### src/rtl/bor_pkg.sv
package bor_pkg;
    typedef enum logic [1:0] {
        EN_NEVER   = 2'b00,
        EN_SW      = 2'b01,
        EN_NOSLEEP = 2'b10,
        EN_ALWAYS  = 2'b11
    } en_mode_e;

    typedef enum logic [1:0] {
        PWR_HIGH = 2'b00,
        PWR_MED  = 2'b01,
        PWR_LOW  = 2'b10,
        PWR_ZERO = 2'b11
    } pwr_mode_e;
endpackage

### src/rtl/bor_enable_ctrl.sv
module bor_enable_ctrl
    import bor_pkg::*;
(
    input  logic     clk,
    input  logic     rst_n,
    input  en_mode_e en_mode,
    input  logic     sw_wr,
    input  logic     sw_wdata,
    input  logic     sleep,
    output logic     mon_en,
    output logic     sw_rd
);
    typedef struct packed {
        logic sw;
    } en_state_t;

    en_state_t st_d, st_q;

    always_comb begin
        st_d = st_q;
        if (en_mode != EN_SW) begin
            st_d.sw = 1'b0;
        end else if (sw_wr) begin
            st_d.sw = sw_wdata;
        end
    end

    always_ff @(posedge clk or negedge rst_n) begin
        if (!rst_n) st_q <= '0;
        else        st_q <= st_d;
    end

    always_comb begin
        unique case (en_mode)
            EN_NEVER:   mon_en = 1'b0;
            EN_SW:      mon_en = st_q.sw;
            EN_NOSLEEP: mon_en = ~sleep;
            default:    mon_en = 1'b1;
        endcase
    end

    assign sw_rd = st_q.sw;


    sw_bit_ignored_chk: assert property (@(posedge clk) disable iff (!rst_n)
        (en_mode != EN_SW) |=> !sw_rd);
endmodule

### src/rtl/bor_level_sel.sv
module bor_level_sel
    import bor_pkg::*;
#(
    parameter int VW      = 12,
    parameter int LVL0_MV = 3000,
    parameter int LVL1_MV = 2700,
    parameter int LVL2_MV = 2000,
    parameter int LVL3_MV = 1800,
    parameter int ZP_MV   = 2000
) (
    input  logic [1:0]    trip_sel,
    input  pwr_mode_e     pwr_mode,
    output logic [VW-1:0] thr_mv,
    output logic          zero_pwr
);
    localparam logic [VW-1:0] L0 = VW'(LVL0_MV);
    localparam logic [VW-1:0] L1 = VW'(LVL1_MV);
    localparam logic [VW-1:0] L2 = VW'(LVL2_MV);
    localparam logic [VW-1:0] L3 = VW'(LVL3_MV);
    localparam logic [VW-1:0] LZ = VW'(ZP_MV);

    logic [VW-1:0] sel_mv;

    always_comb begin
        unique case (trip_sel)
            2'b00:   sel_mv = L0;
            2'b01:   sel_mv = L1;
            2'b10:   sel_mv = L2;
            default: sel_mv = L3;
        endcase
    end

    assign zero_pwr = (pwr_mode == PWR_ZERO);
    assign thr_mv   = zero_pwr ? LZ : sel_mv;
endmodule

### src/rtl/bor_trip_det.sv
module bor_trip_det #(
    parameter int VW         = 12,
    parameter int DEB_CYCLES = 16,
    parameter int HYST_MV    = 50
) (
    input  logic          clk,
    input  logic          rst_n,
    input  logic          mon_en,
    input  logic [VW-1:0] vdd_mv,
    input  logic [VW-1:0] thr_mv,
    input  logic          zero_pwr,
    output logic          rst_req,
    output logic          rearm
);
    localparam int             CW     = $clog2(DEB_CYCLES + 1);
    localparam logic [CW-1:0]  LAST_C = CW'(DEB_CYCLES - 1);
    localparam logic [VW:0]    HYST_C = (VW+1)'(HYST_MV);

    typedef struct packed {
        logic [CW-1:0] cnt;
        logic          trip;
        logic          rearm;
    } det_state_t;

    det_state_t st_d, st_q;
    logic below, release_ok;

    assign below      = {1'b0, vdd_mv} <  {1'b0, thr_mv};
    assign release_ok = {1'b0, vdd_mv} >= ({1'b0, thr_mv} + HYST_C);

    always_comb begin
        st_d       = st_q;
        st_d.rearm = 1'b0;
        if (!mon_en) begin
            st_d.cnt  = '0;
            st_d.trip = 1'b0;
        end else if (st_q.trip) begin
            st_d.cnt = '0;
            if (release_ok) st_d.trip = 1'b0;
        end else if (below) begin
            if (st_q.cnt == LAST_C) begin
                st_d.cnt   = '0;
                st_d.trip  = 1'b1;
                st_d.rearm = 1'b1;
            end else begin
                st_d.cnt = st_q.cnt + 1'b1;
            end
        end else begin
            st_d.cnt = '0;
        end
    end

    always_ff @(posedge clk or negedge rst_n) begin
        if (!rst_n) st_q <= '0;
        else        st_q <= st_d;
    end

    assign rst_req = st_q.trip & mon_en & ~zero_pwr;
    assign rearm   = st_q.rearm & mon_en;


    rearm_single_chk: assert property (@(posedge clk) disable iff (!rst_n)
        st_q.rearm |=> !st_q.rearm);

    idle_clear_chk: assert property (@(posedge clk) disable iff (!rst_n)
        !mon_en |=> (st_q.cnt == '0 && !st_q.trip));

    trip_needs_low_chk: assert property (@(posedge clk) disable iff (!rst_n)
        $rose(st_q.trip) |-> $past(below && mon_en));

    hyst_hold_chk: assert property (@(posedge clk) disable iff (!rst_n)
        (st_q.trip && mon_en && !release_ok) |=> st_q.trip);
endmodule

### src/rtl/bor_status.sv
module bor_status (
    input  logic clk,
    input  logic rst_n,
    input  logic por_evt,
    input  logic bor_evt,
    input  logic set_por,
    input  logic set_bor,
    output logic por_flag,
    output logic bor_flag
);
    typedef struct packed {
        logic por;
        logic bor;
    } flag_state_t;

    flag_state_t st_d, st_q;

    always_comb begin
        st_d = st_q;
        if (por_evt)      st_d.por = 1'b0;
        else if (set_por) st_d.por = 1'b1;
        if (por_evt || bor_evt) st_d.bor = 1'b0;
        else if (set_bor)       st_d.bor = 1'b1;
    end

    always_ff @(posedge clk or negedge rst_n) begin
        if (!rst_n) st_q <= '0;
        else        st_q <= st_d;
    end

    assign por_flag = st_q.por;
    assign bor_flag = st_q.bor;


    bor_clear_chk: assert property (@(posedge clk) disable iff (!rst_n)
        (por_evt || bor_evt) |=> !bor_flag);

    por_clear_chk: assert property (@(posedge clk) disable iff (!rst_n)
        por_evt |=> !por_flag);
endmodule

### src/rtl/bor_ctrl.sv
module bor_ctrl
    import bor_pkg::*;
#(
    parameter int VW         = 12,
    parameter int DEB_CYCLES = 16,
    parameter int HYST_MV    = 50
) (
    input  logic          clk,
    input  logic          rst_n,
    input  logic [VW-1:0] vdd_mv,
    input  logic [1:0]    cfg_en_mode,
    input  logic [1:0]    cfg_pwr_mode,
    input  logic [1:0]    cfg_trip_sel,
    input  logic          sw_en_wr,
    input  logic          sw_en_wdata,
    input  logic          sleep_i,
    input  logic          por_evt_i,
    input  logic          set_por_i,
    input  logic          set_bor_i,
    output logic          mon_en,
    output logic          sw_en_rd,
    output logic          bor_rst_req,
    output logic          por_rearm,
    output logic          stat_por,
    output logic          stat_bor
);
    logic [VW-1:0] thr_mv;
    logic          zero_pwr;

    bor_enable_ctrl u_enable (
        .clk      (clk),
        .rst_n    (rst_n),
        .en_mode  (en_mode_e'(cfg_en_mode)),
        .sw_wr    (sw_en_wr),
        .sw_wdata (sw_en_wdata),
        .sleep    (sleep_i),
        .mon_en   (mon_en),
        .sw_rd    (sw_en_rd)
    );

    bor_level_sel #(.VW(VW)) u_level (
        .trip_sel (cfg_trip_sel),
        .pwr_mode (pwr_mode_e'(cfg_pwr_mode)),
        .thr_mv   (thr_mv),
        .zero_pwr (zero_pwr)
    );

    bor_trip_det #(.VW(VW), .DEB_CYCLES(DEB_CYCLES), .HYST_MV(HYST_MV)) u_det (
        .clk      (clk),
        .rst_n    (rst_n),
        .mon_en   (mon_en),
        .vdd_mv   (vdd_mv),
        .thr_mv   (thr_mv),
        .zero_pwr (zero_pwr),
        .rst_req  (bor_rst_req),
        .rearm    (por_rearm)
    );

    bor_status u_status (
        .clk      (clk),
        .rst_n    (rst_n),
        .por_evt  (por_evt_i),
        .bor_evt  (bor_rst_req),
        .set_por  (set_por_i),
        .set_bor  (set_bor_i),
        .por_flag (stat_por),
        .bor_flag (stat_bor)
    );


    zero_no_reset_chk: assert property (@(posedge clk) disable iff (!rst_n)
        (cfg_pwr_mode == 2'b11) |-> !bor_rst_req);

    never_mode_off_chk: assert property (@(posedge clk) disable iff (!rst_n)
        (cfg_en_mode == 2'b00) |-> (!mon_en && !por_rearm));
endmodule

### config.mk
export PLATFORM = sky130hd
export DESIGN_NAME = bor_ctrl
export DESIGN_NICKNAME = d
export VERILOG_FILES = /design/src/rtl/bor_pkg.sv /design/src/rtl/bor_enable_ctrl.sv /design/src/rtl/bor_level_sel.sv /design/src/rtl/bor_trip_det.sv /design/src/rtl/bor_status.sv /design/src/rtl/bor_ctrl.sv
export SDC_FILE = /design/constraint.sdc
export NUM_CORES = 1
export LEC_CHECK = 0
export BUFFER_PORTS_ARGS = -buffer_cell sky130_fd_sc_hd__buf_2
export CORE_UTILIZATION = 48
export CTS_CLUSTER_SIZE = 24
export DETAILED_ROUTE_END_ITERATION = 7
export GPL_TIMING_DRIVEN = 0
export PLACE_DENSITY = 0.84
export SLEW_MARGIN = 15
export SYNTH_ARGS = -nofsm -noshare
export SYNTH_HDL_FRONTEND = slang
export SYNTH_HIERARCHICAL = 1
export SYNTH_SLANG_ARGS = --single-unit
export TNS_END_PERCENT = 5
### constraint.sdc
create_clock -name clk -period 1.1 [get_ports clk]
set_input_delay 0.055 -clock clk [delete_from_list [all_inputs] [get_ports clk]]
set_output_delay 0.055 -clock clk [all_outputs]
set_load 0.01 [all_outputs]
==> flow_summary.yaml, run 1 <==
place:
  place_inst: 210
  place_congestion: 0.880
  place_worst_setup_slack_ns: -1.04
  io_buffers: 31
  dpl_cell_area_um2: 1440
  hpwl_um: 2310
floorplan:
  dieArea_um2: 2750
  coreArea_um2: 2300
  num_rows: 17
  start_util_pct: 53.2
  die_h_um: 52.4
  die_x_um: 52.4
  io_pins: 32
finish:
  area_growth_pct: 30.6
  layout-drive-gt1-share_pct: 33.7
  n_fill_cell: 178
  design_area_um2: 1600
  nets: 245
  multi_input_area_um2: 946
  antennaDiodeCount: 0
  seqCellArea_um2: 250
  final_cells: 221
synth:
  synthDominantCellAreaShare_pct: 25.6
  yosys_warnings: 6
  synth.distinct_cells: 33
  synth_top_area_cell: "ha_1"
  ys_async_sr_fraction_pct: 100
  synth_commonest_cells: "ha_1, inv_1, nand2_1, nor2_1, a21oi_1"
  synth-seq-cells: 10
  yosysMostFrequentCell: "ha_1"
  ys_seq_area_share_pct: 20.5
  synth_ff_type: "dfrtp_1"
  netlist_instances: 150
  synth.cell_area_um2: 1220
  synth_edf_count: 0
  avgSynthCellArea_um2: 8.14
  synth.area.top_cells: "ha_1, dfrtp_1, xnor2_1"
sta:
  maxSlewViolCount: 0
  worst_slack_ns: -0.688
  setup_viol: 10
  period_needed_ns: 1.79
  grt_setup_unrepaired: "yes"
  finalCritPeriodShare_pct: 163
  hold_viol: 0
  clock.fmax_ghz: 0.559
  worst_clock_skew_ns: 0.00834
clock_tree:
  tritoncts: "built"
  cts_buffers: 3
  clockBufferDepth: 2
  clkTransAtPathRegs_ns: 0.06
  clock_latency_ns: 0.26
  clkSinkCount: 10
  h-tree-depth: 1
  cts_root_buffer: "clkbuf_4"
detailed_routing:
  first_pass_iters: 4
  route.vias.total: 1178
  drtIter0Drc: 14
  final_antenna_net_count: 0
  drt_drc_violations_left: 0
  wl_per_cell_um: 13.2
  routed_wl_um: 2910
  via_per_inst: 5.33
outcome:
  status: "complete, but fails checks"
  violations: "setup timing"
grt:
  grt_pass1_vias: 1189
  grt_usage_pct: 23.2
  grt-ovfl-total: 0
  grt_start_max_net_pins: 11
  antenna_found_initial: 0
  grt_pass1_wl_um: 4770
critical_path:
  cp-end-kind: "flip-flop"
  crit_type: "input port to flip-flop"
  r2r_slack_ns: -0.28
  cp_max_fo: 4
  cp.required_ns: 1.23
  worstSetupStartpoint: "cfg_pwr_mode[1]"
  start_kind: "input port"
  r2r_start: "u_enable/sw_rd$_DFFE_PN0P_"
  cp.arrival_ns: 1.91
min_path:
  hold_class: "input port to flip-flop"
  hp-start: "set_por_i"
pwr:
  ir_drop_mv: 0.659
  power_density_nw_per_um2: 782
  power_leakage_nw: 0.837
flow_run:
  drv_cap: 0
## per-layer routing
layer  GRT usage (%)  routed length, um
met2            48.7               1610
met5               0                  0
met1            23.7               1150
met4            6.58                 15
met3            1.16                126
## critical path, cell delays in order
cell	delay (ns)
buf_6	0.10
a21o_4	0.22
nor2_4	0.12
nor2_4	0.07
a21oi_4	0.18
nand2_1	0.09
xnor2_1	0.13
ha_1	0.31
nand2_1	0.06
o21ai_1	0.11
or2b_1	0.26
o311ai_2	0.09
o211ai_2	0.12
## state kept, by name (all words and copies together), names as in the netlist
name               flops
u_status/por_flag      1
u_enable/sw_rd         1
u_status/bor_flag      1
u_det/st_q             7
## final timing paths
path / to / cells after the start
setup / recovery: u_det/st_q[1]$_DFF_PN0_ / 13
hold / removal: u_status/por_flag$_DFFE_PN0P_ / 3
setup reg to reg: u_det/st_q[2]$_DFF_PN0_ / 5
hold reg to reg: u_det/st_q[2]$_DFF_PN0_ / 1
max in group asynchronous: u_det/st_q[1]$_DFF_PN0_ / 2
min in group asynchronous: u_det/st_q[4]$_DFF_PN0_ / 2
## logic make-up after synthesis
group | share of synthesized area (%)
compound gates | 16.4
xor+xnor | 7.17
fa+ha+maj | 25.6
buf+inv | 7.68
flops | 20.5
mux | 0.820
other cells | 0.615
simple gates | 21.2
## where the power goes
| part | switching [mW] | internal, mW | total (mW) | leakage (nW) |
|---|---|---|---|---|
| combinational | 0.292 | 0.249 | 0.541 | 0.681 |
| sequential | 0.00782 | 0.379 | 0.387 | 0.136 |
| clock | 0.119 | 0.201 | 0.319 | 0.0210 |
## cells in the final DEF (no fill, tap or decap), drive strengths merged, types with 2 or more instances in the layout
cell type,count
nor2,15
inv,19
nor3,4
nand3,7
a211oi,2
a21o,3
and4,2
o21ai,3
or2,2
a21oi,13
ha,25
and2,2
nand2,15
nand4,2
clkbuf,4
conb,3
dlygate4sd3,3
o211ai,3
dfrtp,10
xnor2,10
buf,38
## repair_timing
action | in CTS | in global routing
endpoints found under the hold margin | 13 | 0
hold buffers | 3 | 0
endpoints found under the setup margin | 11 | 11
setup buffers | 3 | 1
gates cloned | 0 | 0
gates resized for setup | 15 | 2
pin swaps | 16 | 8
## cell type report
| class | count | share of cell area (%) |
|---|---|---|
| inverter | 19 | 4.47 |
| tap | 28 | 2.20 |
| clock buffer | 4 | 2.27 |
| sequential | 10 | 15.7 |
| timing repair buffer | 38 | 14.7 |
| multi-input combinational | 119 | 59.3 |
| buffer | 3 | 1.41 |
## stage by stage
| step | utilization [%] | TNS (ns) | hold slack, ns | total power [mW] |
|---|---|---|---|---|
| 2_1_floorplan | - | -3.36 | -0.241 | 0.716 |
| 3_3_place_gp | 62.6 | -5.05 | -0.0837 | 0.837 |
| 3_5_place_dp | 62.6 | -5.58 | -0.0814 | 0.868 |
| 4_1_cts | 68.7 | -3.60 | 0.0496 | 1.23 |
| 5_1_grt | 69.4 | -5.08 | 0.0774 | 1.34 |
| 6_report | 69.4 | -4.19 | 0.0621 | 1.25 |
Power figures use the tool's default switching activity.
==> inputs of run 2 (changes only) <==
--- a/config.mk
+++ b/config.mk
@@ -6,11 +6,11 @@
 export NUM_CORES = 1
 export LEC_CHECK = 0
 export BUFFER_PORTS_ARGS = -buffer_cell sky130_fd_sc_hd__buf_2
-export CORE_UTILIZATION = 48
+export CORE_UTILIZATION = 57
 export CTS_CLUSTER_SIZE = 24
 export DETAILED_ROUTE_END_ITERATION = 7
 export GPL_TIMING_DRIVEN = 0
-export PLACE_DENSITY = 0.84
+export PLACE_DENSITY = 0.92
 export SLEW_MARGIN = 15
 export SYNTH_ARGS = -nofsm -noshare
 export SYNTH_HDL_FRONTEND = slang
==> constraint.sdc (replaced) <==
create_clock -name clk -period 2.19 [get_ports clk]
set_input_delay 0.1095 -clock clk [delete_from_list [all_inputs] [get_ports clk]]
set_output_delay 0.1095 -clock clk [all_outputs]
set_load 0.01 [all_outputs]
==> flow_summary.yaml, run 2 (synthesis results as in run 1) <==
sta:
  grt_setup_unrepaired: "no"
  clock.fmax_ghz: 0.489
  hold_viol: 0
  worst_clock_skew_ns: 0.00118
  period_needed_ns: 2.05
  fin_tns_setup_ns: 0
  finalCritPeriodShare_pct: 93.4
  tightest_slew_ns: 0.642
  maxSlewViolCount: 0
  holdWs_ns: 0.0184
  setup_viol: 0
  relSlewSlack_pct: 57.1
clock_tree:
  tritoncts: "built"
  clkTransAtPathRegs_ns: 0.06
  h-tree-depth: 1
  clkSinkCount: 10
  cts_root_buffer: "clkbuf_4"
  clock_latency_ns: 0.26
  clockBufferDepth: 2
  cts_buffers: 3
  cts_setup_buffers: 0
pwr:
  seq_power_share_pct: 33.0
  swShare_pct: 32.7
  power_density_nw_per_um2: 401
  ir_drop_mv: 0.267
  p_clk_share_pct: 27.0
  switchingPower_mw: 0.193
  power_leakage_nw: 0.797
  power_frac_comb_pct: 40.0
  internal_power_mw: 0.397
floorplan:
  num_rows: 16
  coreArea_um2: 1980
  die_x_um: 48.3
  die_h_um: 48.3
  io_pins: 32
  dieArea_um2: 2330
  start_util_pct: 61.6
detailed_routing:
  drtIter0Drc: 11
  route.vias.total: 1146
  first_pass_iters: 4
  wl_per_cell_um: 11.5
  via_per_inst: 5.36
  final_antenna_net_count: 0
  drt_drc_violations_left: 0
  routed_wl_um: 2460
critical_path:
  cpMaxStageDelayCell: "a2111oi_1"
  cp.required_ns: 2.37
  max_stage_delay_ns: 0.58
  crit_type: "input port to flip-flop"
  path_common_cell: "ha_1"
  cp.arrival_ns: 2.23
  cp_max_fo: 5
  cp_num_buf_inv: 3
  cp-end-kind: "flip-flop"
  crit_path_cell_trace: "buf_2, a21o_4, inv_2, and2_1, ha_1, inv_1, ha_1, nor2_1, a211oi_2, a2111oi_1, o311ai_2, o211ai_2"
  start_kind: "input port"
  crit_family: "compound AO/OA/AOI/OAI gates"
finish:
  antennaDiodeCount: 0
  final_cell_mix: "buf_2, ha_1, inv_1, nand2_1, nor2_1"
  layout-drive-gt1-share_pct: 26.2
  nets: 239
  layout_commonest_cell: "buf_2"
  regMostFlops: "u_det/st_q"
  area_growth_pct: 20.3
  largest_reg_flops: 7
grt:
  grt_start_max_net_pins: 11
  grt_usage_pct: 24.0
  grt_pass1_vias: 1044
  grt_pass1_wl_um: 3910
  grt-ovfl-total: 0
  antenna_found_initial: 0
place:
  place_congestion: 0.877
  io_buffers: 31
  hpwl_um: 2220
flow_run:
  drv_cap: 0
outcome:
  status: "complete, no violations"
min_path:
  hold_class: "input port to flip-flop"
==> run 2: cell count changes in the layout (fill, tap and decap cells not counted), moves of 2 or more <==
cell,change
buf_4,-4
a21oi_2,-2
nand2_1,+2
buf_6,-3
nor2_1,+3
buf_2,+3
o21ai_0,+2
nand2_2,-2
dlygate4sd3_1,-2
a21oi_1,+3
nor2_4,-2
==> run 2: worst paths after layout <==
| check | from | end | slack (ns) | cells after the start |
|---|---|---|---|---|
| min in group asynchronous | rst_n | u_det/st_q[2]$_DFF_PN0_ | 0.23 | 2 |
| hold / removal | cfg_en_mode[1] | u_enable/sw_rd$_DFFE_PN0P_ | 0.02 | 2 |
| setup / recovery | cfg_pwr_mode[0] | u_det/st_q[1]$_DFF_PN0_ | 0.14 | 12 |
| setup reg to reg | u_enable/sw_rd$_DFFE_PN0P_ | u_det/st_q[1]$_DFF_PN0_ | 0.64 | 6 |
| hold reg to reg | u_status/por_flag$_DFFE_PN0P_ | u_status/por_flag$_DFFE_PN0P_ | 0.49 | 2 |
| max in group asynchronous | rst_n | u_det/st_q[3]$_DFF_PN0_ | 1.78 | 2 |
==> run 2: cell type report <==
type / instances / area (um^2)
Inverter: 19 / 71.3
Multi-Input combinational cell: 119 / 890
Tap cell: 27 / 33.8
Clock buffer: 4 / 36.3
Buffer: 3 / 22.5
Sequential cell: 10 / 250
Fill cell: 145 / 513
Timing Repair Buffer: 32 / 165
==> run 2: through the flow <==
stage | worst slack (ns) | cell area [um^2] | std cells | power (mW) | utilization (%)
detailed placement | -0.169 | 1410 | 209 | 0.428 | 71.3
global placement | -0.0728 | 1410 | 209 | 0.415 | 71.3
floorplan | 0.253 | 1220 | 151 | 0.355 | -
CTS | 0.115 | 1460 | 214 | 0.593 | 73.7
global route | 0.0486 | 1470 | 214 | 0.643 | 74.1
finish | 0.145 | 1470 | 214 | 0.590 | 74.1
==> run 2: metal layers <==
layer	track usage, %	part of all wire (%)	up-vias
met4	11.7	2.5	0
met1	24.8	41	513
met2	47.7	52	34
met3	1.48	4.6	8
met5	0	0	-
li1	-	-	591
==> run 2: repair_timing <==
item / 4_1_cts / 5_1_grt
hold endpoints to repair: 10 / 0
gates resized for setup: 0 / 3
hold buffers: 1 / 0
setup endpoints to repair: 0 / 1
==> run 2: power by group through the flow <==
stage | clock network (mW) | logic [mW] | registers [mW]
6_report | 0.159 | 0.236 | 0.195
5_1_grt | 0.176 | 0.271 | 0.196
4_1_cts | 0.165 | 0.233 | 0.195
3_5_place_dp | 0 | 0.230 | 0.198
3_3_place_gp | 0 | 0.218 | 0.198
2_1_floorplan | 0 | 0.156 | 0.199
==> run 2: worst reg2reg max path: stages (launching register included) <==
cell	delay (ns)
dfrtp_1	0.36
a21oi_1	0.07
a21oi_1	0.29
nand2_1	0.14
a211oi_1	0.32
o311ai_2	0.18
o211ai_2	0.09
